`config.mk`:
```
export PLATFORM = sky130hd
export DESIGN_NAME = dbg_event_collector
export DESIGN_NICKNAME = d
export VERILOG_FILES = /design/src/rtl/dbg_pkg.sv /design/src/rtl/dbg_cfg_regs.sv /design/src/rtl/dbg_classify.sv /design/src/rtl/dbg_status.sv /design/src/rtl/dbg_event_collector.sv
export SDC_FILE = /design/constraint.sdc
export NUM_CORES = 1
export LEC_CHECK = 0
export CAP_MARGIN = 0
export CORE_UTILIZATION = 35
export DETAILED_ROUTE_END_ITERATION = 12
export GPL_TIMING_DRIVEN = 0
export PLACE_DENSITY_LB_ADDON = 0.12
export SLEW_MARGIN = 30
export SYNTH_ARGS = -nofsm -noshare
export SYNTH_HDL_FRONTEND = slang
export SYNTH_SLANG_ARGS = --single-unit
```
`constraint.sdc`:
```
create_clock -name clk -period 2.03 [get_ports clk]
set_input_delay 0.3045 -clock clk [delete_from_list [all_inputs] [get_ports clk]]
set_output_delay 0.3045 -clock clk [all_outputs]
set_load 0.01 [all_outputs]
```
`src/rtl/dbg_pkg.sv`:
```
package dbg_pkg;

    localparam int NUM_EV = 8;
    localparam int EV_W   = $clog2(NUM_EV);

    typedef enum logic [EV_W-1:0] {
        EV_BRANCH   = 3'd0,
        EV_COMPLETE = 3'd1,
        EV_RETURN   = 3'd2,
        EV_INTR     = 3'd3,
        EV_TRAP     = 3'd4,
        EV_IADDR    = 3'd5,
        EV_DADDR    = 3'd6,
        EV_UNCOND   = 3'd7
    } ev_e;

    typedef struct packed {
        logic br_taken;
        logic instr_done;
        logic norm_ret;
        logic crit_ret;
        logic irq_taken;
        logic trap_instr;
        logic trap_cond;
        logic iaddr_match;
        logic daddr_match;
        logic tap_req;
        logic ext_req;
    } strobe_t;

    typedef logic [NUM_EV-1:0] ev_vec_t;

    // Timing class of each event: 1 = raised before execution (holds the instruction)
    function automatic logic is_pre(input ev_e ev);
        case (ev)
            EV_BRANCH, EV_TRAP, EV_IADDR, EV_DADDR: is_pre = 1'b1;
            default:                                is_pre = 1'b0;
        endcase
    endfunction

    // Map pipeline strobes onto the event vector
    function automatic ev_vec_t strobes_to_events(input strobe_t s);
        ev_vec_t v;
        v = '0;
        v[EV_BRANCH]   = s.br_taken;
        v[EV_COMPLETE] = s.instr_done;
        v[EV_RETURN]   = s.norm_ret | s.crit_ret;
        v[EV_INTR]     = s.irq_taken;
        v[EV_TRAP]     = s.trap_instr & s.trap_cond;
        v[EV_IADDR]    = s.iaddr_match;
        v[EV_DADDR]    = s.daddr_match;
        v[EV_UNCOND]   = s.tap_req | s.ext_req;
        return v;
    endfunction

endpackage

```
`src/rtl/dbg_cfg_regs.sv`:
```
module dbg_cfg_regs
    import dbg_pkg::*;
(
    input  logic    clk,
    input  logic    rst,
    input  logic    cfg_we,
    input  logic    cfg_addr,
    input  ev_vec_t cfg_wdata,
    output ev_vec_t enable,
    output ev_vec_t clr_mask
);

    localparam logic SEL_ENABLE = 1'b0;
    localparam logic SEL_CLEAR  = 1'b1;

    ev_vec_t en_q;

    always_ff @(posedge clk) begin
        if (rst) begin
            en_q <= '0;
        end else if (cfg_we && cfg_addr == SEL_ENABLE) begin
            en_q <= cfg_wdata;
        end
    end

    always_comb begin
        clr_mask = '0;
        if (cfg_we && cfg_addr == SEL_CLEAR) begin
            clr_mask = cfg_wdata;
        end
    end

    assign enable = en_q;

    AST_EN_ONLY_ON_WRITE: assert property (@(posedge clk) disable iff (rst)
        !(cfg_we && cfg_addr == SEL_ENABLE) |=> $stable(en_q));

endmodule

```
`src/rtl/dbg_classify.sv`:
```
module dbg_classify
    import dbg_pkg::*;
(
    input  strobe_t strobes,
    input  ev_vec_t enable,
    output ev_vec_t hits,
    output ev_vec_t pre_hits,
    output ev_vec_t post_hits
);

    ev_vec_t raw;

    assign raw  = strobes_to_events(strobes);
    assign hits = raw & enable;

    for (genvar i = 0; i < NUM_EV; i++) begin : g_class
        if (is_pre(ev_e'(i))) begin : g_pre
            assign pre_hits[i]  = hits[i];
            assign post_hits[i] = 1'b0;
        end else begin : g_post
            assign pre_hits[i]  = 1'b0;
            assign post_hits[i] = hits[i];
        end
    end

    always_comb begin
        AST_CLASS_DISJOINT: assert ((pre_hits & post_hits) == '0);
    end

endmodule

```
`src/rtl/dbg_status.sv`:
```
module dbg_status
    import dbg_pkg::*;
(
    input  logic    clk,
    input  logic    rst,
    input  ev_vec_t hits,
    input  ev_vec_t clr_mask,
    output ev_vec_t status
);

    ev_vec_t status_q;

    // New hits take priority over a clear of the same bit
    always_ff @(posedge clk) begin
        if (rst) begin
            status_q <= '0;
        end else begin
            status_q <= (status_q & ~clr_mask) | hits;
        end
    end

    assign status = status_q;

    AST_STICKY: assert property (@(posedge clk) disable iff (rst)
        (clr_mask == '0) |=> ((status_q & $past(status_q)) == $past(status_q)));

    AST_CLEAR_TAKES: assert property (@(posedge clk) disable iff (rst)
        (clr_mask != '0) |=> ((status_q & $past(clr_mask) & ~$past(hits)) == '0));

    AST_HIT_LANDS: assert property (@(posedge clk) disable iff (rst)
        (hits != '0) |=> ((status_q & $past(hits)) == $past(hits)));

endmodule

```
`src/rtl/dbg_event_collector.sv`:
```
module dbg_event_collector
    import dbg_pkg::*;
(
    input  logic              clk,
    input  logic              rst,
    input  logic              cfg_we,
    input  logic              cfg_addr,
    input  logic [NUM_EV-1:0] cfg_wdata,
    input  logic              br_taken,
    input  logic              instr_done,
    input  logic              norm_ret_done,
    input  logic              crit_ret_done,
    input  logic              irq_taken,
    input  logic              trap_instr,
    input  logic              trap_cond,
    input  logic              iaddr_match,
    input  logic              daddr_match,
    input  logic              tap_req,
    input  logic              ext_req,
    output logic              dbg_event,
    output logic              hold_instr,
    output logic [NUM_EV-1:0] status
);

    strobe_t strobes;
    ev_vec_t enable;
    ev_vec_t clr_mask;
    ev_vec_t hits;
    ev_vec_t pre_hits;
    ev_vec_t post_hits;
    ev_vec_t status_q;

    assign strobes = '{
        br_taken:    br_taken,
        instr_done:  instr_done,
        norm_ret:    norm_ret_done,
        crit_ret:    crit_ret_done,
        irq_taken:   irq_taken,
        trap_instr:  trap_instr,
        trap_cond:   trap_cond,
        iaddr_match: iaddr_match,
        daddr_match: daddr_match,
        tap_req:     tap_req,
        ext_req:     ext_req
    };

    dbg_cfg_regs u_cfg (
        .clk       (clk),
        .rst       (rst),
        .cfg_we    (cfg_we),
        .cfg_addr  (cfg_addr),
        .cfg_wdata (cfg_wdata),
        .enable    (enable),
        .clr_mask  (clr_mask)
    );

    dbg_classify u_class (
        .strobes   (strobes),
        .enable    (enable),
        .hits      (hits),
        .pre_hits  (pre_hits),
        .post_hits (post_hits)
    );

    dbg_status u_status (
        .clk      (clk),
        .rst      (rst),
        .hits     (hits),
        .clr_mask (clr_mask),
        .status   (status_q)
    );

    assign dbg_event  = (pre_hits | post_hits) != '0;
    assign hold_instr = pre_hits != '0;
    assign status     = status_q;

    AST_HOLD_IMPLIES_EVENT: assert property (@(posedge clk) disable iff (rst)
        hold_instr |-> dbg_event);

    AST_POST_NEVER_HOLDS: assert property (@(posedge clk) disable iff (rst)
        (post_hits != '0 && pre_hits == '0) |-> !hold_instr);

    AST_DISABLED_SILENT: assert property (@(posedge clk) disable iff (rst)
        ((~enable & ~status_q) != '0) |=>
            ((status_q & ~$past(status_q) & ~$past(enable)) == '0));

    AST_EVENT_RECORDED: assert property (@(posedge clk) disable iff (rst)
        dbg_event |=> (status_q != '0));

endmodule

```
==> results of run 1 <==
-- flip-flops by register name (all words and copies together) (netlist names) --
register,flops
u_cfg.enable,8
u_status.status,8
-- cells in the mapped netlist, drive strengths merged --
library cell / instances / area (µm²)
nand3: 10 / 50.1
o21ai: 2 / 10.0
a22oi: 6 / 45.0
nor2b: 1 / 13.8
clkbuf: 1 / 3.75
nand4b: 1 / 8.76
buf: 4 / 38.8
dfxtp: 16 / 320
mux2i: 8 / 80.1
nor2: 12 / 45.0
nand2: 5 / 18.8
a21oi: 4 / 20.0
-- logic make-up (layout without fill, tap and decap cells) --
| kind of cell | count (synthesis) | after routing | synth area share |
|---|---|---|---|
| compound gates | 12 | 12 | 0.115 |
| mux | 8 | 8 | 0.122 |
| buf+inv | 5 | 38 | 0.0650 |
| flops | 16 | 16 | 0.489 |
| simple gates | 29 | 29 | 0.208 |
-- routing by layer --
layer	track usage	vias to the layer above
met5	0	-
met4	0.145	0
met3	0.0360	5
met2	0.284	29
met1	0.229	273
li1	-	313
-- path summary, 6_finish.rpt --
path / from / end / slack (ns) / depth (start not counted)
max: iaddr_match / hold_instr / 0.14 / 4
min: cfg_we / u_status.status[7]$_SDFF_PP0_ / 0.36 / 4
max reg2reg: u_cfg.enable[3]$_SDFFE_PP0P_ / u_status.status[3]$_SDFF_PP0_ / 1.36 / 2
min reg2reg: u_status.status[6]$_SDFF_PP0_ / u_status.status[6]$_SDFF_PP0_ / 0.46 / 2
-- what timing repair did --
item	4_1_cts	5_1_grt
setup endpoints to repair	1	0
hold buffers	0	0
endpoints found under the hold margin	0	0
gates resized for setup	1	0
-- where the power goes --
group,internal (W),leakage (nW),total (W),switching (W)
registers,0.000327,0.130,0.000334,0.00000684
clock network,0.000109,0.0210,0.000211,0.000102
logic,0.0000730,0.227,0.000119,0.0000457
total,0.000509,0.379,0.000664,0.000155
-- final cells by class --
class	count	area (µm²)	area share
well taps	25	31.3	0.0309
multi-input cells	49	292	0.288
flip-flops and latches	16	320	0.317
repair buffers	29	289	0.286
plain buffers	5	42.5	0.0421
clock buffers	4	36.3	0.0359
-- worst max-delay path, cell delays in order --
cell	delay, ns
sky130_fd_sc_hd__clkdlybuf4s50_1	0.43
sky130_fd_sc_hd__a22oi_1	0.22
sky130_fd_sc_hd__nand3_1	0.14
sky130_fd_sc_hd__clkdlybuf4s50_1	0.50
-- per-stage QoR --
step                TNS [ns]  area (µm²)  hold WS, ns  instances
floorplan                  0         654        0.451         70
global placement     -0.0429         976        0.445        124
detailed placement   -0.0575         976        0.452        124
CTS                        0        1010        0.354        128
global route               0        1010        0.394        128
finish                     0        1010        0.360        128
==> metrics.md, run 1 <==
| Metric | Value |
|---|---|
| First-pass DRT Iterations | `4` |
| Detailed-route DRC error count | `0` |
| CTS Buf Count | `3` |
| Worst Setup Start Kind | `primary input` |
| Mapped Nets | `93` |
| Clock Sink Count | `16` |
| Slew HR | `0.760` |
| Total met2 wirelength after detailed routing | `708 µm` |
| Root Buffer | `sky130_fd_sc_hd__clkbuf_4` |
| Vias in the first global route | `604` |
| Global-route wire length before repair | `2610 µm` |
| Final Hold Fails | `0` |
| Detailed placer's ending HPWL | `1140 µm` |
| Data required, critical path | `1.73 ns` |
| Distinct cell type count after synthesis | `13` |
| Total power after layout | `0.000664 W` |
| Layout Utilization | `0.579` |
| Core region area | `1750 µm²` |
| Width of the die | `45.2 µm` |
| Syn_area_per_cell | `9.35 µm²` |
| Share of layout cells above drive strength 1 | `0.0874` |
| Net total in the final layout | `127` |
| Setup repair after global routing missed its margin | `false` |
| Clock tree from TritonCTS | `done` |
| Count of nets left with antenna violations after detail routing | `0` |
| Die height | `45.2 µm` |
| Ratio of routed vias to standard cells | `4.84` |
| Setup ws final | `0.139 ns` |
| Critical Path Sink Type | `output port` |
| Postcts setup bufs | `0` |
| Flops & latches, synth | `16` |
| WL met1 | `706 µm` |
| Initial antenna violation count | `0` |
| Final weighted congestion in routability-driven placement | `0.691` |
| Yosys synthesis warning count | `0` |
| Timing-limited maximum frequency | `529 MHz` |
| Met3 routed wirelength | `108 µm` |
| Maximum number of buffers from clock root to sink | `2` |
| Most common cell after layout, fill and taps aside | `sky130_fd_sc_hd__clkdlybuf4s50_1` |
| Static power due to leakage | `0.379 nW` |
| Die area | `2050 µm²` |
| Outcome | `completed` |
| Routed vias | `620` |
| Layout overhead on the synthesized area | `54.5%` |
| Post-synthesis cell count | `70` |
| Number of filler cells placed in the layout | `171` |
| Count of input and output buffers | `29` |
| Worst-case setup slack after placement | `-0.0575 ns` |
| Class of the tightest hold or removal check | `in -> reg` |
| Synth Cell Area | `654 µm²` |
| Setup skew after layout | `0.00565 ns` |
| Minimum period implied by the final worst setup slack | `1.89 ns` |
| Deepest level of the CTS H-tree | `1` |
| Largest net degree at the start of global routing | `11` |
| Maximum net fanout on the critical path | `2` |
| Overflow after GRT | `0` |
| Count of antenna diodes in the layout | `0` |
| Wirelength per Cell | `12.3 µm` |
| Number of core rows | `15` |
| Starting density of the core | `0.375` |
| Final setup violation count | `0` |
| Highest routed metal layer | `met4` |
| Max-cap violation count | `0` |
| Clk slew on worst S/H paths | `0.10 ns` |
| Maximum ir drop on the vdd rail | `0.000346 V` |
| Drt total wl | `1570 µm` |
| Worst skew pair latency | `0.29 ns` |
| Leading cell types in the layout, fill and taps excluded | `sky130_fd_sc_hd__clkdlybuf4s50_1 (28), sky130_fd_sc_hd__dfxtp_1 (16), sky130_fd_sc_hd__nor2_1 (12), sky130_fd_sc_hd__nand3_1 (10), sky130_fd_sc_hd__mux2i_1 (8)` |
| Violation count after the first detailed-routing iteration | `14` |
| Setup Crit Path Kind | `in -> out` |
| Global Route Usage Sum | `0.186` |
| Power density over the cells | `657 nW/µm²` |
| Sequential-to-total area share from yosys stat | `0.489` |
| Worst Path Arrival | `1.59 ns` |
| Final slew viol count | `0` |
| Total I/O pin count | `33` |
| Measured slew at the worst slew-check pin | `0.360 ns` |
| Final worst-path cycle share | `0.931` |
Note: power is estimated with default switching activity, not from simulation.
==> run 2: changes to the inputs <==
--- a/config.mk
+++ b/config.mk
@@ -5,6 +5,7 @@
 export SDC_FILE = /design/constraint.sdc
 export NUM_CORES = 1
 export LEC_CHECK = 0
+export ABC_AREA = 1
 export CAP_MARGIN = 0
 export CORE_UTILIZATION = 35
 export DETAILED_ROUTE_END_ITERATION = 12
==> run 2 against run 1 <==
Cell count is 21% higher. Highest routed layer is now met3. Sequential power is essentially flat. Clock skew up 0.0049 ns. Synthesized cell count is 36% higher.
==> metrics.md, run 2 <==
| Metric | Value |
|---|---|
| Number of core rows | `16` |
| Count of antenna diodes in the layout | `0` |
| Cell count of the worst reg-to-reg path | `4` |
| Final worst-path cycle share | `0.971` |
| Maximum ir drop on the vdd rail | `0.000390 V` |
| Largest net degree at the start of global routing | `11` |
| Postcts setup bufs | `0` |
| Setup skew after layout | `0.0106 ns` |
| Die height | `48.4 µm` |
| Critical R2R Capture | `u_status.status[4]$_SDFF_PP0_` |
| Data required, critical path | `1.73 ns` |
| Post-synthesis cell count | `95` |
| Deepest level of the CTS H-tree | `1` |
| Clock tree from TritonCTS | `done` |
| Clock Sink Count | `16` |
| Share of layout cells above drive strength 1 | `0.211` |
| Final non-filler cell total | `155` |
| Worst Path Arrival | `1.67 ns` |
| Chain of cells forming the critical path | `clkdlybuf4s50_1, nand2_1, nor2_1, nor2_1, nand3_1, clkdlybuf4s50_1` |
| Setup TNS | `0 ns` |
| Count of nets left with antenna violations after detail routing | `0` |
| Drt total wl | `1700 µm` |
| Global Route Usage Sum | `0.160` |
| Placed Cells | `151` |
| Share of synthesized flip-flops with an asynchronous set or reset | `0` |
| Measured slew at the worst slew-check pin | `0.157 ns` |
| Minimum period implied by the final worst setup slack | `1.97 ns` |
| Hold-fix buffers, CTS | `0` |
| CTS Buf Count | `3` |
| Leading cell types in the layout, fill and taps excluded | `sky130_fd_sc_hd__clkdlybuf4s50_1 (29), sky130_fd_sc_hd__nand2_1 (24), sky130_fd_sc_hd__dfxtp_1 (16), sky130_fd_sc_hd__nor2_1 (9), sky130_fd_sc_hd__nand3_1 (9)` |
| Detailed placer's ending HPWL | `1230 µm` |
| Net total in the final layout | `152` |
| Routed vias | `713` |
| Yosys synthesis warning count | `0` |
| Setup Crit Path Kind | `in -> out` |
| Top cell type by total area after synthesis | `sky130_fd_sc_hd__dfxtp_1` |
| Most frequent cells after synthesis | `sky130_fd_sc_hd__nand2_1 (24), sky130_fd_sc_hd__dfxtp_1 (16), sky130_fd_sc_hd__nand3_1 (9), sky130_fd_sc_hd__nor2_1 (9)` |
| Largest delay share family, worst path | `buffers and inverters` |
| Worst skew pair latency | `0.29 ns` |
| Slew HR | `0.895` |
| Outcome | `completed` |
| Distinct cell type count after synthesis | `16` |
| Global-route wire length before repair | `2880 µm` |
| Power density over the cells | `610 nW/µm²` |
| Area share of the largest cell type after synthesis | `0.425` |
| Detailed-route DRC error count | `0` |
| Wirelength per Cell | `11.0 µm` |
| Critical Path Stages | `6` |
| Final slew viol count | `0` |
| Static power due to leakage | `0.417 nW` |
| Worst Setup Start Kind | `primary input` |
| Syn_area_per_cell | `7.93 µm²` |
| Top cells by area, synth | `sky130_fd_sc_hd__dfxtp_1 (43%), sky130_fd_sc_hd__nand2_1 (12%), sky130_fd_sc_hd__a21oi_2 (9.3%)` |
| Register area | `320 µm²` |
| Number of filler cells placed in the layout | `197` |
| Maximum net fanout on the critical path | `2` |
| Width of the die | `48.4 µm` |
| Violation count after the first detailed-routing iteration | `15` |
| Overflow after GRT | `0` |
| Initial antenna violation count | `0` |
| Post-synth EDFFs | `0` |
| Multi-input gate area | `359 µm²` |
| Total of cells resized after clock tree synthesis | `0` |
| Root Buffer | `sky130_fd_sc_hd__clkbuf_4` |
| Critical path capture point | `dbg_event` |
| Timing-limited maximum frequency | `507 MHz` |
| Critical Path Sink Type | `output port` |
| Most common cell after layout, fill and taps aside | `sky130_fd_sc_hd__clkdlybuf4s50_1` |
| Most used flip-flop cell after synthesis | `sky130_fd_sc_hd__dfxtp_1` |
| Class of the tightest hold or removal check | `in -> reg` |
| Total I/O pin count | `33` |
| Core region area | `2000 µm²` |
| Clk slew on worst S/H paths | `0.10 ns` |
| Max-cap violation count | `0` |
| Setup repair after global routing missed its margin | `false` |
| Flops & latches, synth | `16` |
| Sequential-to-total area share from yosys stat | `0.425` |
| Starting density of the core | `0.376` |
| Die area | `2340 µm²` |
| Mapped Nets | `118` |
| Count of buffer and inverter cells on the critical path | `2` |
| Final Hold Fails | `0` |
| Worst path max stage delay | `0.53 ns` |
| Register-to-register path setup slack | `1.31 ns` |
| Setup crit start | `trap_cond` |
| Count of input and output buffers | `29` |
| First-pass DRT Iterations | `4` |
| Reg-to-reg startpoint | `u_cfg.enable[4]$_SDFFE_PP0P_` |
| Final setup violation count | `0` |
| Maximum number of buffers from clock root to sink | `2` |
| Layout overhead on the synthesized area | `47.8%` |
| Most repeated cell in the gate-level netlist after synthesis | `sky130_fd_sc_hd__nand2_1` |
| Ratio of routed vias to standard cells | `4.60` |
| Crit path max-delay cell type | `sky130_fd_sc_hd__clkdlybuf4s50_1` |
| Synth Cell Area | `753 µm²` |
| Vias in the first global route | `653` |
| Final weighted congestion in routability-driven placement | `0.768` |
==> run 2: changes by cell type after synthesis, moves of 4 or more <==
cell,delta
sky130_fd_sc_hd__a22oi_1,-6
sky130_fd_sc_hd__inv_1,+4
sky130_fd_sc_hd__a21oi_2,+8
sky130_fd_sc_hd__a21oi_1,+4
sky130_fd_sc_hd__mux2i_1,-8
sky130_fd_sc_hd__nand2_2,+8
sky130_fd_sc_hd__nand2_1,+19
==> run 2: kinds of logic (layout without fill, tap and decap cells) <==
logic type,after synthesis,count (layout),share of synthesized area
buffers and inverters,10,43,0.0980
flip-flops,16,16,0.425
AND/OR/NAND/NOR,51,51,0.317
AO/OA/AOI/OAI,18,18,0.159
==> run 2: routing by layer <==
metal / global-route usage / vias up / wire length [µm]
met5: 0 / - / 0
met4: 0.0588 / 0 / 0
met3: 0.0409 / 0 / 100
met2: 0.242 / 21 / 779
met1: 0.219 / 320 / 820
li1: - / 372 / -
==> run 2: cell type report <==
class / instances / share of cell area
multi-input combinational: 69 / 0.322
timing repair buffer: 29 / 0.261
clock buffer: 4 / 0.0326
inverter: 6 / 0.0315
tap: 27 / 0.0303
buffer: 4 / 0.0348
sequential: 16 / 0.288
==> run 2: worst min path at each step <==
stage | startpoint | to | slack [ns] | cells past startpoint
3_3_place_gp | u_status.status[0]$_SDFF_PP0_ | u_status.status[0]$_SDFF_PP0_ | 0.45 | 2
2_1_floorplan | cfg_wdata[0] | u_cfg.enable[0]$_SDFFE_PP0P_ | 0.44 | 2
3_5_place_dp | u_status.status[1]$_SDFF_PP0_ | u_status.status[1]$_SDFF_PP0_ | 0.46 | 2
6_report | rst | u_status.status[0]$_SDFF_PP0_ | 0.29 | 2
4_1_cts | rst | u_status.status[0]$_SDFF_PP0_ | 0.28 | 2
5_1_grt | rst | u_status.status[5]$_SDFF_PP0_ | 0.29 | 2
==> run 2: worst register-to-register path, cell delays in order, from the launching register on <==
cell                      delay, ns
sky130_fd_sc_hd__dfxtp_1       0.34
sky130_fd_sc_hd__nand2_1       0.05
sky130_fd_sc_hd__nor2_1        0.14
sky130_fd_sc_hd__a21oi_1       0.06
sky130_fd_sc_hd__nor2_1        0.07
==> run 2: report_power, final <==
| part | switching (W) | total [W] | internal (W) |
|---|---|---|---|
| logic | 0.0000595 | 0.000135 | 0.0000753 |
| registers | 0.00000605 | 0.000332 | 0.000326 |
| clock network | 0.000103 | 0.000212 | 0.000109 |
| total | 0.000168 | 0.000679 | 0.000511 |
==> run 2: stage by stage <==
step	total power, W	hold WS [ns]	cell area [µm²]	utilization	setup WS, ns
after floorplan	0.000403	0.441	753	-	1.06
after global placement	0.000474	0.450	1080	0.538	0.0728
after detailed placement	0.000475	0.456	1080	0.538	0.0716
after CTS	0.000687	0.283	1110	0.556	0.0628
after global routing	0.000720	0.289	1110	0.556	0.00897
final	0.000679	0.287	1110	0.556	0.0594
